$ cat src/rtl/nand_bridge_pkg.sv
package nand_bridge_pkg;

    typedef enum logic [2:0] {
        ST_IDLE,
        ST_ACK,
        ST_SETUP,
        ST_LOW,
        ST_HIGH,
        ST_DONE
    } nb_state_t;

    localparam logic [1:0] SZ_BYTE = 2'd0;
    localparam logic [1:0] SZ_HALF = 2'd1;

    localparam int CLE_BIT = 4;
    localparam int ALE_BIT = 3;
    localparam int REG_SEL_BIT = 2;

endpackage

$ cat src/rtl/nand_bridge_decode.sv
module nand_bridge_decode
    import nand_bridge_pkg::*;
#(
    parameter int ADDR_W  = 16,
    parameter int BUS_W   = 8,
    parameter int SEC_BIT = 12,
    localparam int MAX_BEATS = 32 / BUS_W,
    localparam int BEAT_W    = (MAX_BEATS > 1) ? $clog2(MAX_BEATS) : 1,
    localparam int LANE_SH   = $clog2(BUS_W / 8)
) (
    input  logic [ADDR_W-1:0] addr,
    input  logic [1:0]        size,
    output logic              cle,
    output logic              ale,
    output logic              sec,
    output logic [BEAT_W-1:0] last_beat
);
    logic [1:0] bytes_m1;
    logic       addr_unused;

    assign addr_unused = ^addr;

    always_comb begin
        cle = addr[CLE_BIT];
        ale = addr[ALE_BIT] & ~addr[CLE_BIT];
        sec = addr[SEC_BIT];
        unique case (size)
            SZ_BYTE: bytes_m1 = 2'd0;
            SZ_HALF: bytes_m1 = 2'd1;
            default: bytes_m1 = 2'd3;
        endcase
        last_beat = BEAT_W'(bytes_m1 >> LANE_SH);
    end

endmodule

$ cat src/rtl/nand_bridge_regs.sv
module nand_bridge_regs #(
    parameter int NUM_CS = 4
) (
    input  logic              clk,
    input  logic              rst_n,
    input  logic              wr_en,
    input  logic              sel_status,
    input  logic [NUM_CS-1:0] wdata,
    input  logic              rb,
    output logic [NUM_CS-1:0] mode_en,
    output logic [31:0]       rdata
);
    always_ff @(posedge clk or negedge rst_n) begin
        if (!rst_n) begin
            mode_en <= '0;
        end else if (wr_en && !sel_status) begin
            mode_en <= wdata;
        end
    end

    always_comb begin
        if (sel_status) begin
            rdata = {31'd0, rb};
        end else begin
            rdata = {{(32 - NUM_CS){1'b0}}, mode_en};
        end
    end

endmodule

$ cat src/rtl/nand_bridge_seq.sv
module nand_bridge_seq
    import nand_bridge_pkg::*;
#(
    parameter int BUS_W  = 8,
    parameter int NUM_CS = 4,
    parameter int T_SU   = 1,
    parameter int T_LO   = 2,
    parameter int T_HI   = 2,
    localparam int CS_W      = (NUM_CS > 1) ? $clog2(NUM_CS) : 1,
    localparam int MAX_BEATS = 32 / BUS_W,
    localparam int BEAT_W    = (MAX_BEATS > 1) ? $clog2(MAX_BEATS) : 1,
    localparam int T_MAX     = (T_SU > T_LO) ? ((T_SU > T_HI) ? T_SU : T_HI)
                                             : ((T_LO > T_HI) ? T_LO : T_HI),
    localparam int CNT_W     = $clog2(T_MAX + 1)
) (
    input  logic                clk,
    input  logic                rst_n,
    input  logic                cpu_valid,
    input  logic                cpu_write,
    input  logic                cpu_reg,
    input  logic [CS_W-1:0]     cpu_cs,
    input  logic [31:0]         cpu_wdata,
    input  logic [NUM_CS-1:0]   mode_en,
    input  logic [31:0]         reg_rdata,
    input  logic                dec_cle,
    input  logic                dec_ale,
    input  logic                dec_sec,
    input  logic [BEAT_W-1:0]   dec_last,
    output logic                reg_write,
    output logic                cpu_ready,
    output logic [31:0]         cpu_rdata,
    output logic [2*NUM_CS-1:0] nand_ce_n,
    output logic                nand_cle,
    output logic                nand_ale,
    output logic                nand_we_n,
    output logic                nand_re_n,
    output logic [BUS_W-1:0]    nand_dq_o,
    output logic                nand_dq_oe,
    input  logic [BUS_W-1:0]    nand_dq_i
);
    nb_state_t         state_q, state_d;
    logic [CNT_W-1:0]  cnt_q;
    logic [BEAT_W-1:0] beat_q, last_q;
    logic [CS_W-1:0]   cs_q;
    logic              sec_q, cle_q, ale_q, write_q;
    logic [31:0]       wdata_q;
    logic [BUS_W-1:0]  wr_lane [MAX_BEATS];
    logic [BUS_W-1:0]  rd_lane_q [MAX_BEATS];
    logic              accept, win_go, busy;
    logic              lo_end, hi_end, su_end;
    logic [31:0]       acc_rdata;

    assign accept    = (state_q == ST_IDLE) && cpu_valid;
    assign win_go    = accept && !cpu_reg && mode_en[cpu_cs];
    assign reg_write = accept && cpu_reg && cpu_write;
    assign acc_rdata = (cpu_reg && !cpu_write) ? reg_rdata : 32'd0;
    assign su_end    = (cnt_q == CNT_W'(T_SU - 1));
    assign lo_end    = (cnt_q == CNT_W'(T_LO - 1));
    assign hi_end    = (cnt_q == CNT_W'(T_HI - 1));

    for (genvar g = 0; g < MAX_BEATS; g++) begin : g_lane
        assign wr_lane[g] = wdata_q[g*BUS_W +: BUS_W];
        assign cpu_rdata[g*BUS_W +: BUS_W] = rd_lane_q[g];
    end

    // Next-state logic
    always_comb begin
        state_d = state_q;
        unique case (state_q)
            ST_IDLE:  if (accept) state_d = win_go ? ST_SETUP : ST_ACK;
            ST_ACK:   state_d = ST_IDLE;
            ST_SETUP: if (su_end) state_d = ST_LOW;
            ST_LOW:   if (lo_end) state_d = ST_HIGH;
            ST_HIGH:  if (hi_end) state_d = (beat_q == last_q) ? ST_DONE : ST_LOW;
            ST_DONE:  state_d = ST_IDLE;
            default:  state_d = ST_IDLE;
        endcase
    end

    // State register and phase counter
    always_ff @(posedge clk or negedge rst_n) begin
        if (!rst_n) begin
            state_q <= ST_IDLE;
            cnt_q   <= '0;
        end else begin
            state_q <= state_d;
            cnt_q   <= (state_d != state_q) ? '0 : cnt_q + 1'b1;
        end
    end

    // Access context and data lanes
    always_ff @(posedge clk or negedge rst_n) begin
        if (!rst_n) begin
            beat_q  <= '0;
            last_q  <= '0;
            cs_q    <= '0;
            sec_q   <= 1'b0;
            cle_q   <= 1'b0;
            ale_q   <= 1'b0;
            write_q <= 1'b0;
            wdata_q <= '0;
            for (int i = 0; i < MAX_BEATS; i++) rd_lane_q[i] <= '0;
        end else begin
            if (accept) begin
                beat_q  <= '0;
                last_q  <= dec_last;
                cs_q    <= cpu_cs;
                sec_q   <= dec_sec;
                cle_q   <= dec_cle;
                ale_q   <= dec_ale;
                write_q <= cpu_write;
                wdata_q <= cpu_wdata;
                for (int i = 0; i < MAX_BEATS; i++) begin
                    rd_lane_q[i] <= acc_rdata[i*BUS_W +: BUS_W];
                end
            end
            if (state_q == ST_LOW && lo_end && !write_q) begin
                rd_lane_q[beat_q] <= nand_dq_i;
            end
            if (state_q == ST_HIGH && hi_end && beat_q != last_q) begin
                beat_q <= beat_q + 1'b1;
            end
        end
    end

    // Output decode
    always_comb begin
        busy       = (state_q == ST_SETUP) || (state_q == ST_LOW) || (state_q == ST_HIGH);
        nand_ce_n  = '1;
        if (busy) nand_ce_n[{cs_q, sec_q}] = 1'b0;
        nand_cle   = busy && cle_q;
        nand_ale   = busy && ale_q;
        nand_we_n  = !((state_q == ST_LOW) && write_q);
        nand_re_n  = !((state_q == ST_LOW) && !write_q);
        nand_dq_oe = busy && write_q;
        nand_dq_o  = wr_lane[beat_q];
        cpu_ready  = (state_q == ST_ACK) || (state_q == ST_DONE);
    end

    // Checks
    logic       strobe_low;
    logic [7:0] lo_run;
    assign strobe_low = !nand_we_n || !nand_re_n;

    always_ff @(posedge clk or negedge rst_n) begin
        if (!rst_n) lo_run <= '0;
        else        lo_run <= strobe_low ? lo_run + 1'b1 : 8'd0;
    end

    assert_ce_onehot_R5: assert property (@(posedge clk) disable iff (!rst_n)
        $onehot0(~nand_ce_n));

    assert_latch_excl_R1: assert property (@(posedge clk) disable iff (!rst_n)
        !(nand_cle && nand_ale));

    assert_strobe_needs_ce_R8: assert property (@(posedge clk) disable iff (!rst_n)
        strobe_low |-> (nand_ce_n != '1));

    assert_setup_before_strobe_R8: assert property (@(posedge clk) disable iff (!rst_n)
        (strobe_low && !$past(strobe_low)) |-> ($past(nand_ce_n) != '1));

    assert_low_width_R8: assert property (@(posedge clk) disable iff (!rst_n)
        ($past(strobe_low) && !strobe_low) |-> (lo_run == 8'(T_LO)));

    assert_ctl_stable_R8: assert property (@(posedge clk) disable iff (!rst_n)
        ((nand_ce_n != '1) && ($past(nand_ce_n) != '1))
            |-> ($stable(nand_ce_n) && $stable(nand_cle) && $stable(nand_ale)));

    assert_wdata_hold_R8: assert property (@(posedge clk) disable iff (!rst_n)
        (!nand_we_n && $past(!nand_we_n)) |-> $stable(nand_dq_o));

    assert_ready_pulse_R9: assert property (@(posedge clk) disable iff (!rst_n)
        cpu_ready |=> !cpu_ready);

endmodule

$ cat src/rtl/nand_bridge.sv
module nand_bridge
    import nand_bridge_pkg::*;
#(
    parameter int BUS_W   = 8,
    parameter int NUM_CS  = 4,
    parameter int ADDR_W  = 16,
    parameter int SEC_BIT = 12,
    parameter int T_SU    = 1,
    parameter int T_LO    = 2,
    parameter int T_HI    = 2,
    localparam int CS_W      = (NUM_CS > 1) ? $clog2(NUM_CS) : 1,
    localparam int MAX_BEATS = 32 / BUS_W,
    localparam int BEAT_W    = (MAX_BEATS > 1) ? $clog2(MAX_BEATS) : 1
) (
    input  logic                clk,
    input  logic                rst_n,
    input  logic                cpu_valid,
    input  logic                cpu_write,
    input  logic                cpu_reg,
    input  logic [CS_W-1:0]     cpu_cs,
    input  logic [1:0]          cpu_size,
    input  logic [ADDR_W-1:0]   cpu_addr,
    input  logic [31:0]         cpu_wdata,
    output logic                cpu_ready,
    output logic [31:0]         cpu_rdata,
    output logic [2*NUM_CS-1:0] nand_ce_n,
    output logic                nand_cle,
    output logic                nand_ale,
    output logic                nand_we_n,
    output logic                nand_re_n,
    output logic [BUS_W-1:0]    nand_dq_o,
    output logic                nand_dq_oe,
    input  logic [BUS_W-1:0]    nand_dq_i,
    input  logic                nand_rb
);
    if (!(BUS_W == 8 || BUS_W == 16)) begin : g_width_chk
        $error("nand_bridge: BUS_W must be 8 or 16");
    end

    logic              dec_cle, dec_ale, dec_sec;
    logic [BEAT_W-1:0] dec_last;
    logic [NUM_CS-1:0] mode_en;
    logic [31:0]       reg_rdata;
    logic              reg_write;

    nand_bridge_decode #(
        .ADDR_W (ADDR_W),
        .BUS_W  (BUS_W),
        .SEC_BIT(SEC_BIT)
    ) u_decode (
        .addr     (cpu_addr),
        .size     (cpu_size),
        .cle      (dec_cle),
        .ale      (dec_ale),
        .sec      (dec_sec),
        .last_beat(dec_last)
    );

    nand_bridge_regs #(
        .NUM_CS(NUM_CS)
    ) u_regs (
        .clk       (clk),
        .rst_n     (rst_n),
        .wr_en     (reg_write),
        .sel_status(cpu_addr[REG_SEL_BIT]),
        .wdata     (cpu_wdata[NUM_CS-1:0]),
        .rb        (nand_rb),
        .mode_en   (mode_en),
        .rdata     (reg_rdata)
    );

    nand_bridge_seq #(
        .BUS_W (BUS_W),
        .NUM_CS(NUM_CS),
        .T_SU  (T_SU),
        .T_LO  (T_LO),
        .T_HI  (T_HI)
    ) u_seq (
        .clk       (clk),
        .rst_n     (rst_n),
        .cpu_valid (cpu_valid),
        .cpu_write (cpu_write),
        .cpu_reg   (cpu_reg),
        .cpu_cs    (cpu_cs),
        .cpu_wdata (cpu_wdata),
        .mode_en   (mode_en),
        .reg_rdata (reg_rdata),
        .dec_cle   (dec_cle),
        .dec_ale   (dec_ale),
        .dec_sec   (dec_sec),
        .dec_last  (dec_last),
        .reg_write (reg_write),
        .cpu_ready (cpu_ready),
        .cpu_rdata (cpu_rdata),
        .nand_ce_n (nand_ce_n),
        .nand_cle  (nand_cle),
        .nand_ale  (nand_ale),
        .nand_we_n (nand_we_n),
        .nand_re_n (nand_re_n),
        .nand_dq_o (nand_dq_o),
        .nand_dq_oe(nand_dq_oe),
        .nand_dq_i (nand_dq_i)
    );

endmodule

$ cat config.mk
export PLATFORM = sky130hd
export DESIGN_NAME = nand_bridge
export DESIGN_NICKNAME = d
export VERILOG_FILES = /design/src/rtl/nand_bridge_pkg.sv /design/src/rtl/nand_bridge_decode.sv /design/src/rtl/nand_bridge_regs.sv /design/src/rtl/nand_bridge_seq.sv /design/src/rtl/nand_bridge.sv
export SDC_FILE = /design/constraint.sdc
export NUM_CORES = 1
export LEC_CHECK = 0
export CAP_MARGIN = 20
export CORE_UTILIZATION = 40
export CTS_CLUSTER_DIAMETER = 80
export DETAILED_ROUTE_END_ITERATION = 10
export PLACE_DENSITY = 0.73
export SLEW_MARGIN = 0
export SYNTH_ARGS = -nofsm -noshare
export SYNTH_HDL_FRONTEND = slang
export SYNTH_SLANG_ARGS = --single-unit
$ cat constraint.sdc
create_clock -name clk -period 1.7 [get_ports clk]
set_clock_uncertainty 0.2 [all_clocks]
set_input_delay 0.255 -clock clk [delete_from_list [all_inputs] [get_ports clk]]
set_output_delay 0.255 -clock clk [all_outputs]
set_load 0.005 [all_outputs]
* Word-level counts from Yosys, hierarchy flattened
Cells that the tools add are included.
** Storage, ports and cells
- Input bits :: 66
- Logic and storage cells :: 93
- RAM bits :: 0
- Flip-flop bits (word level) :: 83
- Output and inout port bits :: 54
- Bits in read-only memories :: 0
- Memories :: 0
- Latch bits :: 0
** Operators by class
- Order comparisons :: 5
- Muxes and demuxes :: 26
- Shift operators :: 0
- Bitwise gates (word level) :: 4
- $mul :: 0
- Equal/unequal tests :: 10
- Divide/modulo/power cells :: 0
- Add/subtract/negate cells :: 2
- Reduce and logical (&&, ||, !) cells :: 31
** Operators with widths (count)
- 32-bit 2-to-1 mux :: 2
- 32-bit bitwise mux :: 1
- 8-bit 2-to-1 mux :: 4
- 1-bit logical AND :: 18
- 8-bit binary-select mux with 2-bit select :: 1
- 8-bit demux with 2-bit select :: 1
- 3-bit 2-to-1 mux :: 5
- 3-bit case mux with 4 select lines :: 1
- 2-bit 2-to-1 mux :: 4
- 4-bit 2-to-1 mux :: 2
- 8-bit NOT :: 1
- 3-bit by 2-bit == test with 1-bit output, second input constant :: 2
- 3-bit == test, second input constant :: 2
- 1-bit logical NOT :: 6
- 2-bit by 1-bit adder with 2-bit output, second input constant :: 2
- 2-bit by 1-bit == test with 1-bit output, second input constant :: 2
- 2-bit logical NOT :: 2
- 3-bit by 4-bit less-than comparator with 1-bit output, second input constant :: 1
- 2-bit case mux with 2 select lines :: 1
- 1-bit demux with 3-bit select :: 1
- 3-bit by 1-bit == test with 1-bit output, second input constant :: 1
- 3-bit by 1-bit >= comparator with 1-bit output, second input constant :: 1
- 3-bit >= comparator, second input constant :: 1
- 3-bit logical NOT :: 1
- 12 further kinds :: 15

* Depth between registers and ports, before layout
- Word-level depth :: 9
- Mapped depth :: 8
- Mapped depth without buffers :: 6

* Cells and area by module
Synthesis repeated with hierarchy kept, for this count alone.
** Second synthesis, totals
- Cells, all modules :: 480
- Area, all modules :: 4377.9 um^2
** By module, submodules not included
- nand_bridge_seq :: instances 1, cells each 433, sequential area each 1976.9 um^2, area each 3921.3 um^2
- nand_bridge_regs :: instances 1, cells each 42, sequential area each 100.1 um^2, area each 425.4 um^2
- nand_bridge_decode :: instances 1, cells each 5, sequential area each 0.0 um^2, area each 31.3 um^2

* Least setup slack after synthesis
No wires, ideal clock.
- Path kind :: register to register
- Start :: register u_seq.state_q[2]
- End :: register u_regs.mode_en[0]
- Cell stages (with the launch flop) :: 4
- Period minus slack after synthesis :: 1874 ps
- Slack :: -174 ps
- Arrival time :: 1550 ps
- Path buffers :: 0
- Setup time :: 125 ps
- Data required time :: 1375 ps
- Cells stage by stage :: dfrtp_1 -> or4b_4 -> nor3_4 -> mux2_2
** On the way
- Cells in the longest elaborated chain, start to end :: 5
** Ends and longest elaborated chain
- start, declared :: RTL line nand_bridge_seq.sv:41 : nb_state_t state_q, state_d;
- start signal, assigned :: RTL line nand_bridge_seq.sv:86 : state_q <= state_d;
- 3-bit logical NOT :: RTL line nand_bridge_seq.sv:53 : assign accept = (state_q == ST_IDLE) && cpu_valid;
- 1-bit logical AND :: RTL line nand_bridge_seq.sv:53
- 1-bit logical AND (2 in series) :: RTL line nand_bridge_seq.sv:55 : assign reg_write = accept && cpu_reg && cpu_write;
- 1-bit logical AND :: RTL line nand_bridge_regs.sv:16 : end else if (wr_en && !sel_status) begin
- end signal, assigned :: RTL line nand_bridge_regs.sv:17 : mode_en <= wdata;
- end, declared :: RTL line nand_bridge_regs.sv:10 : output logic [NUM_CS-1:0] mode_en,
No other way between the ends.
A chain may end at the register's enable or synchronous reset.

* Final worst setup path
- Start :: register u_seq.beat_q[0]
- End :: output port nand_dq_o[5]
** On the way
- Cells in the longest elaborated chain, start to end :: 4
** Ends and longest elaborated chain
- start, declared :: RTL line nand_bridge_seq.sv:43 : logic [BEAT_W-1:0] beat_q, last_q;
- start signal, assigned :: RTL line nand_bridge_seq.sv:121 : beat_q <= beat_q + 1'b1;
- 2-bit NOT with 3-bit output (not written as such) :: RTL line nand_bridge_seq.sv:136 : nand_dq_o = wr_lane[beat_q];
- 8-bit binary-select mux with 2-bit select :: RTL line nand_bridge_seq.sv:136
- 8-bit 2-to-1 mux (not written as such) (2 in series) :: RTL line nand_bridge_seq.sv:136
- end, declared :: RTL line nand_bridge.sv:31 : output logic [BUS_W-1:0] nand_dq_o,
No other way between the ends. The select of a mux whose other input is x is not followed.

==> summary.md <==
| Metric | Value |
|---|---|
| Final Max Tran Viols | `0` |
| Switching share of power | `between 30% and 40%` |
| Clock share of power | `~17%` |
| Worst-Skew Late Latency | `0.37 ns` |
| CP max FO | `5` |
| GRT Residual Overflow | `0` |
| Mean Syn Cell Area | `slightly above 9 sq um` |
| Die footprint | `around 10,000 sq um` |
| # rows | `35` |
| Gr usage total | `a little under a quarter` |
| Tightest Hold Check Type | `input pin to async pin` |
| Slew HR | `slightly below 70%` |
| Worst EP required | `1.24 ns` |
| Synthesized instance count | `around 420` |
| Layout Cells excl Fill | `756` |
| Data arrival, critical path | `between 1.5 and 2 ns` |
| CP endpoint | `nand_dq_o[5]` |
| CTS tree | `built` |
| Pwr Density | `1370 nW/um^2` |
| Placed cell count | `between 600 and 700` |
| Max Clk Rate | `roughly 470 MHz` |
| WL final | `around 14 mm` |
| First-pass GRT wire length | `between 15 and 20 mm` |
| LEAKAGE | `between 3 and 4 nW` |
| First-pass iteration count of the detailed router | `5` |
| Crit path kind | `flop to output port` |
| DP HPWL | `7.23 mm` |
| Crit path from | `u_seq.beat_q[0]` |
| Worst VDD drop | `approximately 740 uV` |
| Met3 WL | `slightly above 700 microns` |
| H-tree depth | `3` |
| N_diodes | `0` |
| Startpoint types | `flop` |
| Vias/cell | `~5.2` |
| Seq pwr share | `between 30% and 40%` |
| Final hold vios | `0` |
| Final worst setup slack | `-0.419 ns` |
| Vias in the first global route | `between 3,000 and 4,000` |
| Final #Nets | `approximately 700` |
| PortBufs | `roughly 110` |
| Root buffer cell | `clkbuf_8` |
| Uppermost layer routed | `met4` |
| DR WL met2 | `between 7 and 8 mm` |
| Initial Utilization | `41.5%` |
| Register area share after synthesis | `53.6%` |
| Tcrit/Tclk final | `125%` |
| Failing checks | `negative setup slack` |
| Total negative slack | `-31.30 ns` |
| Routed Antenna Nets | `0` |
| Clk pin slew, worst setup/hold paths | `~0.1 ns` |
| M1 wire length | `approximately 5.2 mm` |
| Setup Viol. Count Final | `104` |
| Inserted Clock Buffers | `9` |
| Area grow syn2layout | `80.9%` |
| Worst slew pin tran | `approximately 0.47 ns` |
| R2R Setup Slk | `-0.40 ns` |
| Iter 0 DRT Violations | `185` |
| Switching Power | `between 0.003 and 0.004 W` |
| Distinct cells, synth | `32` |
| Status | `finished, violations left` |
| Die Ht | `100 microns` |
| Comb power frac | `approximately 51%` |
| Max Cap Viol | `0` |
| Final Wtd Congestion | `0.868` |
| Seq cells post-synth | `83` |
| Io pins | `120` |
| R2R depth | `6` |
| Yosys warning count | `0` |
| Internal Dissipation | `approximately 0.0061 W` |
| Largest net degree at the start of global routing | `35` |
| RSZ-0062 raised after global routing | `true` |
| Fraction of layout cells with a size suffix above 1 | `between 40 and 50%` |
| WL/cell | `between 15 and 20 microns` |
| Vias after detailed routing | `between 3,000 and 4,000` |
| Clock Path Buffers | `2` |
| Die Width | `~100 microns` |
| Mapped Area | `about 3900 sq um` |
| Reg2reg end | `u_seq.cpu_rdata[1]` |
| Initial antenna violation count | `0` |
| DRC errors left | `0` |
| Core ar. | `about 9300 sq um` |
| CTS sink cnt | `a little over 80` |
| Crit path time final | `about 2.1 ns` |
| FF-to-FF Start | `u_seq.state_q[1]` |
| Syn nets | `491` |
| CP Capture Type | `output port` |
[critical path, cell delays in order (launching register included)]
cell and delay (ns):
dfrtp_2 0.42, buf_12 0.13, buf_4 0.11, mux4_2 0.50
buf_2 0.14
[final cells by class]
class,count,area (sq um)
Multi-Input combinational cell,301,2210
Clock inverter,4,75.1
Timing Repair Buffer,216,2310
Clock buffer,12,135
Inverter,11,41.3
Sequential cell,83,2080
Tap cell,129,161
Fill cell,578,2320
[per-layer routing]
metal,track usage (%),vias up
met5,0,-
met4,11.7,0
met3,4.25,44
met2,40.6,182
met1,28.5,1943
li1,-,1781
[metrics by stage]
stage / area (sq um) / setup WS [ns] / power (W) / utilization [%] / hold slack (ns)
6_report: 7010 / -0.419 / 0.00959 / 75.1 / 0.181
5_1_grt: 7010 / -0.480 / 0.0101 / 75.1 / 0.208
2_1_floorplan: 3940 / -0.160 / 0.00451 / - / -0.241
3_5_place_dp: 5430 / -0.517 / 0.00594 / 58.2 / 0.0310
4_1_cts: 6200 / -0.403 / 0.00844 / 66.4 / 0.185
3_3_place_gp: 5430 / -0.537 / 0.00582 / 58.2 / 0.0289
[cell usage in the layout (no fill, tap or decap), types with 5 or more instances in the layout]
cell type / instances
buf_12: 13
buf_2: 20
buf_4: 56
buf_6: 28
clkbuf_16: 7
clkbuf_8: 9
clkdlybuf4s50_1: 61
dfrtp_1: 80
dlygate4sd2_1: 5
dlymetal6s2s_1: 18
ha_1: 5
inv_1: 10
mux2_4: 5
mux4_2: 8
nand2_1: 112
nand2_2: 37
nand2_4: 25
nand2b_1: 5
nand3_2: 10
nor2_1: 7
o21ai_1: 12
o21ai_2: 16
[worst min path at each step]
| stage | to | slack [ns] | cells past startpoint |
|---|---|---|---|
| final | u_regs.mode_en[1] | 0.18 | 2 |
| after global routing | u_seq.wdata_q[14] | 0.21 | 3 |
| after global placement | u_seq.cpu_rdata[28] | 0.03 | 1 |
| after floorplan | u_regs.mode_en[0] | -0.24 | 0 |
| after CTS | u_regs.mode_en[0] | 0.19 | 2 |
| after detailed placement | u_seq.cpu_rdata[30] | 0.03 | 1 |
[repair_timing]
action | in CTS | in global routing
gates cloned | 5 | 9
hold buffers | 1 | 0
endpoints found under the setup margin | 106 | 130
hold endpoints to repair | 31 | 0
resized for setup | 185 | 156
setup buffers | 31 | 31
pin swaps | 23 | 75
[Yosys cell counts, drive strengths merged]
library cell	number	area share, %
a22oi	4	0.78
nand4	1	0.16
o21ai	29	3.7
mux4	8	4.7
mux2	7	2.0
ha	6	1.9
xnor2	2	0.45
or4b	1	0.36
nor3	4	1.1
o221ai	1	0.23
nand2b	7	1.1
mux2i	4	1.0
a21oi	9	1.2
and4b	1	0.26
nand3	12	1.6
o211ai	2	0.39
nor2	11	1.1
o22ai	1	0.16
nor4b	1	0.61
a21o	1	0.19
dfrtp	83	54
nor2b	6	0.97
buf	8	1.2
nand3b	3	0.58
inv	11	1.1
nand2	174	17
and4	2	0.45
clkbuf	16	1.6
a221oi	1	0.23
and3	3	0.48
[cells by family (layout without fill, tap and decap cells)]
logic type      Yosys count  after routing  synth area share [%]
buf+inv                  35            243                  3.81
compound gates           48             48                  6.88
simple gates            226            226                  25.6
fa+ha+maj                 6              6                  1.94
xor+xnor                  2              2                 0.452
mux                      19             19                  7.72
flops                    83             83                  53.6
[power groups by stage]
stage / clock network, W / registers, W / logic (W)
floorplan: 0 / 0.00288 / 0.00163
global placement: 0 / 0.00294 / 0.00289
detailed placement: 0 / 0.00298 / 0.00297
CTS: 0.00156 / 0.00299 / 0.00389
global route: 0.00169 / 0.00314 / 0.00523
finish: 0.00159 / 0.00309 / 0.00491
[sequential cells by signal, indices dropped and copies added, names as in the netlist]
signal and flops:
u_seq.beat_q 2, u_seq.write_q 1, u_regs.mode_en 4, u_seq.state_q 3
u_seq.last_q 2, u_seq.cpu_rdata 32, u_seq.cle_q 1, u_seq.cnt_q 2
u_seq.ale_q 1, u_seq.wdata_q 32, u_seq.sec_q 1, u_seq.cs_q 2
Power figures use the tool's default switching activity.
